File: config.mk
export PLATFORM = sky130hd
export DESIGN_NAME = bankedRegFile
export DESIGN_NICKNAME = d
export VERILOG_FILES = /design/src/rtl/bankRfPkg.sv /design/src/rtl/bankRfCtrl.sv /design/src/rtl/bankRfData.sv /design/src/rtl/bankedRegFile.sv
export SDC_FILE = /design/constraint.sdc
export NUM_CORES = 2
export LEC_CHECK = 0
export BUFFER_PORTS_ARGS = -buffer_cell sky130_fd_sc_hd__buf_2
export CAP_MARGIN = 20
export CELL_PAD_IN_SITES_DETAIL_PLACEMENT = 2
export CELL_PAD_IN_SITES_GLOBAL_PLACEMENT = 2
export CORE_ASPECT_RATIO = 0.75
export CORE_UTILIZATION = 25
export CTS_CLUSTER_DIAMETER = 80
export DETAILED_ROUTE_END_ITERATION = 7
export PLACE_DENSITY = 0.52
export SLEW_MARGIN = 20
export SYNTH_ARGS = -nofsm -noshare
export SYNTH_HDL_FRONTEND = slang
export SYNTH_SLANG_ARGS = --single-unit
export TNS_END_PERCENT = 100
File: constraint.sdc
create_clock -name clk -period 2.7 [get_ports clk]
set_input_delay 0.27 -clock clk [delete_from_list [all_inputs] [get_ports clk]]
set_output_delay 0.27 -clock clk [all_outputs]
set_load 0.02 [all_outputs]
File: src/rtl/bankRfPkg.sv
package bankRfPkg;

  localparam int MODE_W    = 5;
  localparam int NUM_BANKS = 6;
  localparam int BANK_W    = $clog2(NUM_BANKS);

  typedef enum logic [MODE_W-1:0] {
    MODE_USR = 5'b10000,
    MODE_FIQ = 5'b10001,
    MODE_IRQ = 5'b10010,
    MODE_SVC = 5'b10011,
    MODE_ABT = 5'b10111,
    MODE_UND = 5'b11011,
    MODE_SYS = 5'b11111
  } cpuMode_e;

  // Strobes from control to datapath
  typedef struct packed {
    logic [BANK_W-1:0] bank;      // 0 = user/system, 5 = fast interrupt
    logic              fiqSel;
    logic              hasSaved;
    logic              gprWe;
    logic              userWe;
    logic              savedWe;
  } rfStrobe_t;

  function automatic logic modeValid(input logic [MODE_W-1:0] m);
    case (m)
      MODE_USR, MODE_FIQ, MODE_IRQ, MODE_SVC,
      MODE_ABT, MODE_UND, MODE_SYS: return 1'b1;
      default:                      return 1'b0;
    endcase
  endfunction

  function automatic logic [BANK_W-1:0] bankOf(input logic [MODE_W-1:0] m);
    case (m)
      MODE_SVC: return BANK_W'(1);
      MODE_ABT: return BANK_W'(2);
      MODE_UND: return BANK_W'(3);
      MODE_IRQ: return BANK_W'(4);
      MODE_FIQ: return BANK_W'(5);
      default:  return BANK_W'(0);
    endcase
  endfunction

endpackage

File: src/rtl/bankRfCtrl.sv
module bankRfCtrl
  import bankRfPkg::*;
#(
  parameter int DATA_W = 32
) (
  input  logic              clk,
  input  logic              rstN,
  input  logic              psrWrEn,
  input  logic [DATA_W-1:0] psrWrData,
  input  logic              wrEn,
  input  logic              userWe,
  input  logic              savedWrEn,
  output logic [DATA_W-1:0] psr,
  output logic              modeErr,
  output rfStrobe_t         strobe
);

  localparam logic [DATA_W-1:0] RESET_PSR = DATA_W'(32'h0000_001F);

  logic [MODE_W-1:0] curMode;
  logic              newLegal;

  assign curMode  = psr[MODE_W-1:0];
  assign newLegal = modeValid(psrWrData[MODE_W-1:0]);

  always_ff @(posedge clk or negedge rstN) begin
    if (!rstN) begin
      psr     <= RESET_PSR;
      modeErr <= 1'b0;
    end else begin
      modeErr <= psrWrEn && !newLegal;
      if (psrWrEn && newLegal) psr <= psrWrData;
    end
  end

  always_comb begin
    strobe.bank     = bankOf(curMode);
    strobe.fiqSel   = (curMode == MODE_FIQ);
    strobe.hasSaved = (strobe.bank != '0);
    strobe.gprWe    = wrEn;
    strobe.userWe   = userWe;
    strobe.savedWe  = savedWrEn && strobe.hasSaved;
  end

endmodule

File: src/rtl/bankRfData.sv
module bankRfData
  import bankRfPkg::*;
#(
  parameter int DATA_W   = 32,
  parameter int NUM_REGS = 16
) (
  input  logic                        clk,
  input  logic                        rstN,
  input  rfStrobe_t                   strobe,
  input  logic [$clog2(NUM_REGS)-1:0] rdAddrA,
  input  logic [$clog2(NUM_REGS)-1:0] rdAddrB,
  input  logic [$clog2(NUM_REGS)-1:0] wrAddr,
  input  logic [DATA_W-1:0]           wrData,
  input  logic [$clog2(NUM_REGS)-1:0] userAddr,
  input  logic [DATA_W-1:0]           userWrData,
  input  logic [DATA_W-1:0]           savedWrData,
  input  logic [DATA_W-1:0]           psrIn,
  output logic [DATA_W-1:0]           rdDataA,
  output logic [DATA_W-1:0]           rdDataB,
  output logic [DATA_W-1:0]           userRdData,
  output logic [DATA_W-1:0]           savedPsr
);

  localparam int IDX_W     = $clog2(NUM_REGS);
  localparam int HI_CNT    = 5;
  localparam int HI_W      = $clog2(HI_CNT);
  localparam int NUM_WPORT = 2;   // 0 = user-bank port, 1 = normal port (wins)
  localparam logic [IDX_W-1:0] FIRST_HI = IDX_W'(8);
  localparam logic [IDX_W-1:0] LAST_HI  = IDX_W'(12);
  localparam logic [IDX_W-1:0] SP_IDX   = IDX_W'(13);
  localparam logic [IDX_W-1:0] LR_IDX   = IDX_W'(14);

  // Shared copies: r0-r15 with r8-r12 non-fiq and r13/r14 user/system
  logic [DATA_W-1:0] liveRegs  [NUM_REGS];
  logic [DATA_W-1:0] fiqHi     [HI_CNT];
  logic [DATA_W-1:0] spBank    [1:NUM_BANKS-1];
  logic [DATA_W-1:0] lrBank    [1:NUM_BANKS-1];
  logic [DATA_W-1:0] savedRegs [1:NUM_BANKS-1];

  function automatic logic isHi(input logic [IDX_W-1:0] a);
    return (a >= FIRST_HI) && (a <= LAST_HI);
  endfunction

  function automatic logic [HI_W-1:0] hiOff(input logic [IDX_W-1:0] a);
    return HI_W'(a - FIRST_HI);
  endfunction

  function automatic logic [DATA_W-1:0] readPhys(input logic [IDX_W-1:0]  a,
                                                 input logic [BANK_W-1:0] b,
                                                 input logic              f);
    if (f && isHi(a))                 return fiqHi[hiOff(a)];
    else if (a == SP_IDX && b != '0)  return spBank[b];
    else if (a == LR_IDX && b != '0)  return lrBank[b];
    else                              return liveRegs[a];
  endfunction

  assign rdDataA    = readPhys(rdAddrA, strobe.bank, strobe.fiqSel);
  assign rdDataB    = readPhys(rdAddrB, strobe.bank, strobe.fiqSel);
  assign userRdData = readPhys(userAddr, '0, 1'b0);
  assign savedPsr   = strobe.hasSaved ? savedRegs[strobe.bank] : psrIn;

  logic              pWe   [NUM_WPORT];
  logic [IDX_W-1:0]  pAddr [NUM_WPORT];
  logic [DATA_W-1:0] pData [NUM_WPORT];
  logic [BANK_W-1:0] pBank [NUM_WPORT];
  logic              pFiq  [NUM_WPORT];

  always_comb begin
    pWe[0] = strobe.userWe; pAddr[0] = userAddr; pData[0] = userWrData;
    pBank[0] = '0;          pFiq[0] = 1'b0;
    pWe[1] = strobe.gprWe;  pAddr[1] = wrAddr;   pData[1] = wrData;
    pBank[1] = strobe.bank; pFiq[1] = strobe.fiqSel;
  end

  always_ff @(posedge clk or negedge rstN) begin
    if (!rstN) begin
      for (int i = 0; i < NUM_REGS; i++) liveRegs[i] <= '0;
      for (int i = 0; i < HI_CNT; i++)   fiqHi[i]    <= '0;
      for (int i = 1; i < NUM_BANKS; i++) begin
        spBank[i]    <= '0;
        lrBank[i]    <= '0;
        savedRegs[i] <= '0;
      end
    end else begin
      for (int p = 0; p < NUM_WPORT; p++) begin
        if (pWe[p]) begin
          if (pFiq[p] && isHi(pAddr[p]))                fiqHi[hiOff(pAddr[p])] <= pData[p];
          else if (pAddr[p] == SP_IDX && pBank[p] != '0) spBank[pBank[p]]       <= pData[p];
          else if (pAddr[p] == LR_IDX && pBank[p] != '0) lrBank[pBank[p]]       <= pData[p];
          else                                           liveRegs[pAddr[p]]     <= pData[p];
        end
      end
      if (strobe.savedWe) savedRegs[strobe.bank] <= savedWrData;
    end
  end

endmodule

File: src/rtl/bankedRegFile.sv
module bankedRegFile
  import bankRfPkg::*;
#(
  parameter int DATA_W   = 32,
  parameter int NUM_REGS = 16
) (
  input  logic                        clk,
  input  logic                        rstN,
  input  logic [$clog2(NUM_REGS)-1:0] rdAddrA,
  output logic [DATA_W-1:0]           rdDataA,
  input  logic [$clog2(NUM_REGS)-1:0] rdAddrB,
  output logic [DATA_W-1:0]           rdDataB,
  input  logic                        wrEn,
  input  logic [$clog2(NUM_REGS)-1:0] wrAddr,
  input  logic [DATA_W-1:0]           wrData,
  input  logic                        userWe,
  input  logic [$clog2(NUM_REGS)-1:0] userAddr,
  input  logic [DATA_W-1:0]           userWrData,
  output logic [DATA_W-1:0]           userRdData,
  input  logic                        savedWrEn,
  input  logic [DATA_W-1:0]           savedWrData,
  output logic [DATA_W-1:0]           savedPsr,
  input  logic                        psrWrEn,
  input  logic [DATA_W-1:0]           psrWrData,
  output logic [DATA_W-1:0]           psr,
  output logic                        modeErr
);

  rfStrobe_t strobe;

  bankRfCtrl #(.DATA_W(DATA_W)) uCtrl (
    .clk       (clk),
    .rstN      (rstN),
    .psrWrEn   (psrWrEn),
    .psrWrData (psrWrData),
    .wrEn      (wrEn),
    .userWe    (userWe),
    .savedWrEn (savedWrEn),
    .psr       (psr),
    .modeErr   (modeErr),
    .strobe    (strobe)
  );

  bankRfData #(.DATA_W(DATA_W), .NUM_REGS(NUM_REGS)) uData (
    .clk         (clk),
    .rstN        (rstN),
    .strobe      (strobe),
    .rdAddrA     (rdAddrA),
    .rdAddrB     (rdAddrB),
    .wrAddr      (wrAddr),
    .wrData      (wrData),
    .userAddr    (userAddr),
    .userWrData  (userWrData),
    .savedWrData (savedWrData),
    .psrIn       (psr),
    .rdDataA     (rdDataA),
    .rdDataB     (rdDataB),
    .userRdData  (userRdData),
    .savedPsr    (savedPsr)
  );

endmodule

* Yosys cells after proc, flatten, opt, wreduce, memory -nomap -nowiden
Cells that the tools add are included.
** Operators by class
- Bitwise logic cells :: 10
- $add $sub $neg :: 3
- Magnitude comparators :: 18
- Reduce and logical (&&, ||, !) cells :: 25
- Eq/ne operators :: 18
- Multiplexer cells :: 52
** Operators with widths (number)
- $mux 512 :: 5
- $bwmux 512 :: 2
- $mux 32 :: 27
- $bwmux 160 :: 4
- $bmux 32 s3 :: 5
- $bmux 32 s4 :: 3
- $demux 32 s4 :: 2
- $demux 32 s3 :: 2
- $eq 5x5->1 const B :: 12
- $ge 4x4->1 const B :: 7
- $eq 4x4->1 const B :: 6
- $ge 5x5->1 const B :: 4
- $not 4->5 :: 4
- $logic_and 1x1->1 :: 19
- $not 3->4 :: 4
- $pmux 3 s5 :: 1
- $le 4x4->1 const B :: 3
- $lt 5x1->1 const B :: 2
- $sub 3x1->3 const B :: 3
- $lt 4x1->1 const B :: 2
- $reduce_or 7->1 :: 1
- $reduce_and 4->1 :: 1
- $reduce_and 3->1 :: 1
- $reduce_bool 3->1 :: 1
- other kinds (4) :: 5
** Storage, ports and cells
- Logic and storage cells :: 164
- Bits of input ports :: 150
- Output and inout bits :: 161
- Bits in registers :: 1185

* Longest topological paths before layout
- Depth after elaboration :: 12
- Mapped depth :: 11
- Gate-level depth less buffers :: 6

* Hierarchy
Synthesis repeated with hierarchy kept, for this count alone.
** Second synthesis, totals
- Cell total of the unflattened synthesis :: 5546
- Area, all modules :: 68156.6 um2
** By module, submodules not included
- bankRfData :: area an instance 66662.7 um2, times used 1, sequential area each 28827.6 um2, cells each 5456
- bankRfCtrl :: area an instance 1493.9 um2, times used 1, sequential area each 832.0 um2, cells each 90

* Least setup slack after synthesis
Ideal clock, no wire load.
- Path kind :: register to output
- From :: reg uCtrl.psr[0]
- To :: out rdDataA[2]
- Setup slack :: -186 ps
- Stages on the path, launching flop included :: 10
- Required time :: 2430 ps
- Arrival time :: 2616 ps
- Cell sequence :: dfstp_2 > clkbuf_2 > nand3_1 > nor3b_2 > buf_4 > clkbuf_1 > a22oi_1 > nand3_1 > o22ai_1 > a211oi_1
** Between the ends
- Cells in the longest elaborated chain, start to end :: 9
** RTL lines
- from (decl) :: line bankRfCtrl.sv:13 : output logic [DATA_W-1:0] psr,
- from (signal assigned) :: line bankRfCtrl.sv:32 : if (psrWrEn && newLegal) psr <= psrWrData;
- $eq 5x5->1, on equally long branches :: line bankRfPkg.sv:36, bankRfCtrl.sv:38
- $pmux 3 s5 :: line bankRfPkg.sv:36 : case (m)
- $not 3->4 (implied by the code) :: line bankRfData.sv:52, bankRfData.sv:53
- $bmux 32 s3 :: line bankRfData.sv:53 : else if (a == LR_IDX && b != '0) return lrBank[b];
- $mux 32 (implied by the code) (2 in a row) :: line bankRfData.sv:53
- $mux 32 :: line bankRfData.sv:53
- $mux 32 :: line bankRfData.sv:52 : else if (a == SP_IDX && b != '0) return spBank[b];
- $mux 32 (*) :: line bankRfData.sv:51 : if (f && isHi(a)) return fiqHi[hiOff(a)];
- to (decl) :: line bankedRegFile.sv:10 : output logic [DATA_W-1:0] rdDataA,
Every way passes the cells marked *; elsewhere a longest branch is shown, timed or not. The select of a mux whose other input is x is not followed.

* Final worst setup path
- From :: reg uCtrl.psr[4]
- To :: out rdDataA[11]
The elaborated chain is that of the path after synthesis.

==> impl_results.md <==
- Min-delay worst type: primary input to flip-flop
- Max IR drop VDD: a little under 0.0004 V
- P&R area growth vs syn: 32.0%
- Period utilization: 138%
- Synth Area in XOR/XNOR: 0%
- CTS tree: yes
- Drt drc: 24
- Syn. warnings: 0
- Commonest cells post-synth: dfrtp_1 (1180), mux2_2 (644), nand2_1 (595), mux2i_1 (572), mux4_2 (476)
- Fill count: ~27000
- Gpl congestion: between 0.8 and 0.9
- Arrival @ worst endpoint: roughly 3500 ps
- Worst-path fanout max: 6
- Initial antenna violation count: 22
- Nets: ~6400
- Core Region: 0.267 mm²
- Gr ovfl total: 0
- First-pass GRT wire length: approximately 460000 µm
- Synth Flop Type: dfrtp_1
- Synth Area in Simple Gates: 6.89%
- Startpoint types: flip-flop
- CTS Buffer Depth: 4
- Synth Register Bits: 1185
- Clock skew: 65.1 ps
- Synth Net Count: between 5000 and 6000
- Mean post-synth cell area: approximately 12 µm²
- Maxcap violations: 0
- Initial drt markers: 4341
- Clock latency at the later pin of the worst-skew pair: approximately 860 ps
- DP HPWL: ~210000 µm
- Routed len/inst: between 30 and 40 µm
- Root Driver: clkbuf_16
- Post-Syn Instances: approximately 5600
- Hold Fails Final Rpt: 0
- Count of input and output buffers: 310
- Netlist cell types: 64
- Critical path class: flip-flop to primary output
- Seq/Total Area, Yosys: 44.2%
- Post-Syn Area: between 0.06 and 0.07 mm²
- Largest family of logic cells by synthesized area: multiplexers
- RSZ-0062 raised after global routing: yes
- Site Rows: about 160
- H-Tree Depth: 4
- IO Count: between 300 and 400
- Crit. End Element: primary output
- Number of synthesized flops with an enable pin: 0
- Via density: 5.42
- Failing checks: DRC, setup timing
- Slew HR: around 40%
- Setup violators final: around 180
- Worst slew pin tran: 883 ps
- Max-slew violations: 0
- Fmax: 0.269 GHz
- Vias in the first global route: ~58000
- Width of the die: between 600 and 700 µm
- Total Routing Usage GR: roughly a quarter
- Die ar.: 0.270 mm²
- Share of the synthesized area in the top cell type: 44.0%
- Initial Util: 25.2%
- Clk sink count: ~1200
- Die Height: approximately 450 µm
- First-pass DRT Iterations: 8
- DRT antenna net count: 0
- Asr flop ratio synth: 100%
- Worst path required time: approximately 2400 ps
- Clock transition at path regs: roughly 60 ps
- Mux contribution to synthesized area: 36.0%
- Largest net degree at the start of global routing: approximately 110
- Synth Area in Adders: 0%
- Via count: 53986
- Pwr Total: 67.0 mW
- Synth top area cells: dfrtp_1 (44%), mux4_2 (16%), mux2_2 (11%)
- Final instance area: slightly below 0.09 mm²
- Layout cells sized above 1: a little over two fifths
- Count leader, synth: dfrtp_1
- PwrDens: roughly 760 mW/mm²
- Post-synthesis compound-gate area fraction: 8.73%
- Placed cell areas: slightly below 0.08 mm²
- Leakage Power: roughly 38 nW
- TritonCTS buffer count: 158
- Clock period minus worst slack: 3720 ps
- Area leader, netlist: dfrtp_1
- Final worst setup slack: -1020 ps
- Status: complete, but fails checks
- Aggregate routed wire length: around 330000 µm
## cell type report
type / count / area [µm²] / share of cell area, %
sequential: 1185 / 29700 / 33.5
antenna: 4 / 10.0 / 0.0113
clock buffer: 228 / 4640 / 5.24
clock inverter: 40 / 424 / 0.479
timing repair buffer: 1152 / 12500 / 14.1
multi-input combinational: 3760 / 36800 / 41.5
inverter: 25 / 95.1 / 0.107
tap: 3569 / 4470 / 5.04
## metrics by stage
stage | hold WS, ps | setup TNS, ps | cells | utilization (%) | setup slack, ps
floorplan | -25.6 | -53.4 | 5560 | - | -13.3
global placement | 175 | -16750 | 9437 | 29.1 | -744
detailed placement | 177 | -22710 | 9437 | 29.1 | -755
CTS | 3.46 | -89820 | 9910 | 32.6 | -1090
global route | 42.4 | -107610 | 9960 | 33.2 | -1140
finish | 47.3 | -87460 | 9963 | 33.2 | -1020
## registers in the layout (all words and copies together), names as in the netlist
name             cells
uCtrl.psr           32
uData.spBank       160
uData.savedRegs    160
uCtrl.modeErr        1
uData.fiqHi        160
uData.liveRegs     512
uData.lrBank       160
## kinds of logic (layout without fill, tap and decap cells)
logic type             Yosys count  in the layout
multiplexers                  1718           1718
other                            0              4
AO/OA/AOI/OAI                  953            953
buffers and inverters          616           1445
AND/OR/NAND/NOR               1088           1089
flip-flops                    1185           1185
## cells in the final DEF, fill, tap and decap left out, types with 39 or more instances in the layout
master,count
dfrtp_1,1165
mux2_2,582
mux2i_1,572
nand2_1,560
mux4_2,476
buf_4,415
o21ai_0,381
a21oi_1,231
nor2_1,215
buf_12,196
clkbuf_16,185
buf_6,174
buf_2,173
dlygate4sd3_1,134
a222oi_1,89
a22oi_1,67
mux2_4,63
nand3_1,40
nor2_4,39
## repair_timing
action,in CTS,in global routing
resized for setup,520,250
endpoints found under the hold margin,1527,0
buffers inserted,73,30
cloned,11,25
pin swaps,140,93
endpoints found under the setup margin,252,462
hold buffers,134,0
## metal layers
| metal | global-route usage [%] | vias up | routed length, µm |
|---|---|---|---|
| li1 | - | 22337 | - |
| met1 | 32.7 | 29684 | 150000 |
| met2 | 37.6 | 1524 | 150000 |
| met3 | 2.96 | 441 | 14300 |
| met4 | 7.36 | 0 | 11500 |
| met5 | 0 | - | 0 |
## worst max-delay path, cell delays in order, from the launching register on
cell and delay [ps]:
dfstp_2 570, or3b_4 430, nor3b_4 330, buf_12 190, buf_12 140, buf_12 140, a222oi_1 110, nand2_1 130
o22ai_2 110, a211oi_2 250, buf_4 200
## worst paths after layout
check	start	to	slack, ps	cells after the start
min in group asynchronous	rstN	uData.spBank[150]$_DFFE_PN0P_	210	3
max reg2reg	uCtrl.psr[4]$_DFFE_PN1P_	uData.savedRegs[48]$_DFFE_PN0P_	-170	11
min reg2reg	uData.savedRegs[156]$_DFFE_PN0P_	uData.savedRegs[156]$_DFFE_PN0P_	490	1
max in group asynchronous	rstN	uData.savedRegs[41]$_DFFE_PN0P_	1350	3
min	wrData[22]	uData.liveRegs[118]$_DFF_PN0_	50	3
max	uCtrl.psr[4]$_DFFE_PN1P_	rdDataA[11]	-1020	10
## power breakdown
part | internal (mW) | leakage, nW | switching (mW)
Clock | 12.6 | 2.50 | 8.89
Sequential | 21.7 | 15.1 | 3.63
Combinational | 10.4 | 20.4 | 9.72
Power figures use the tool's default switching activity.
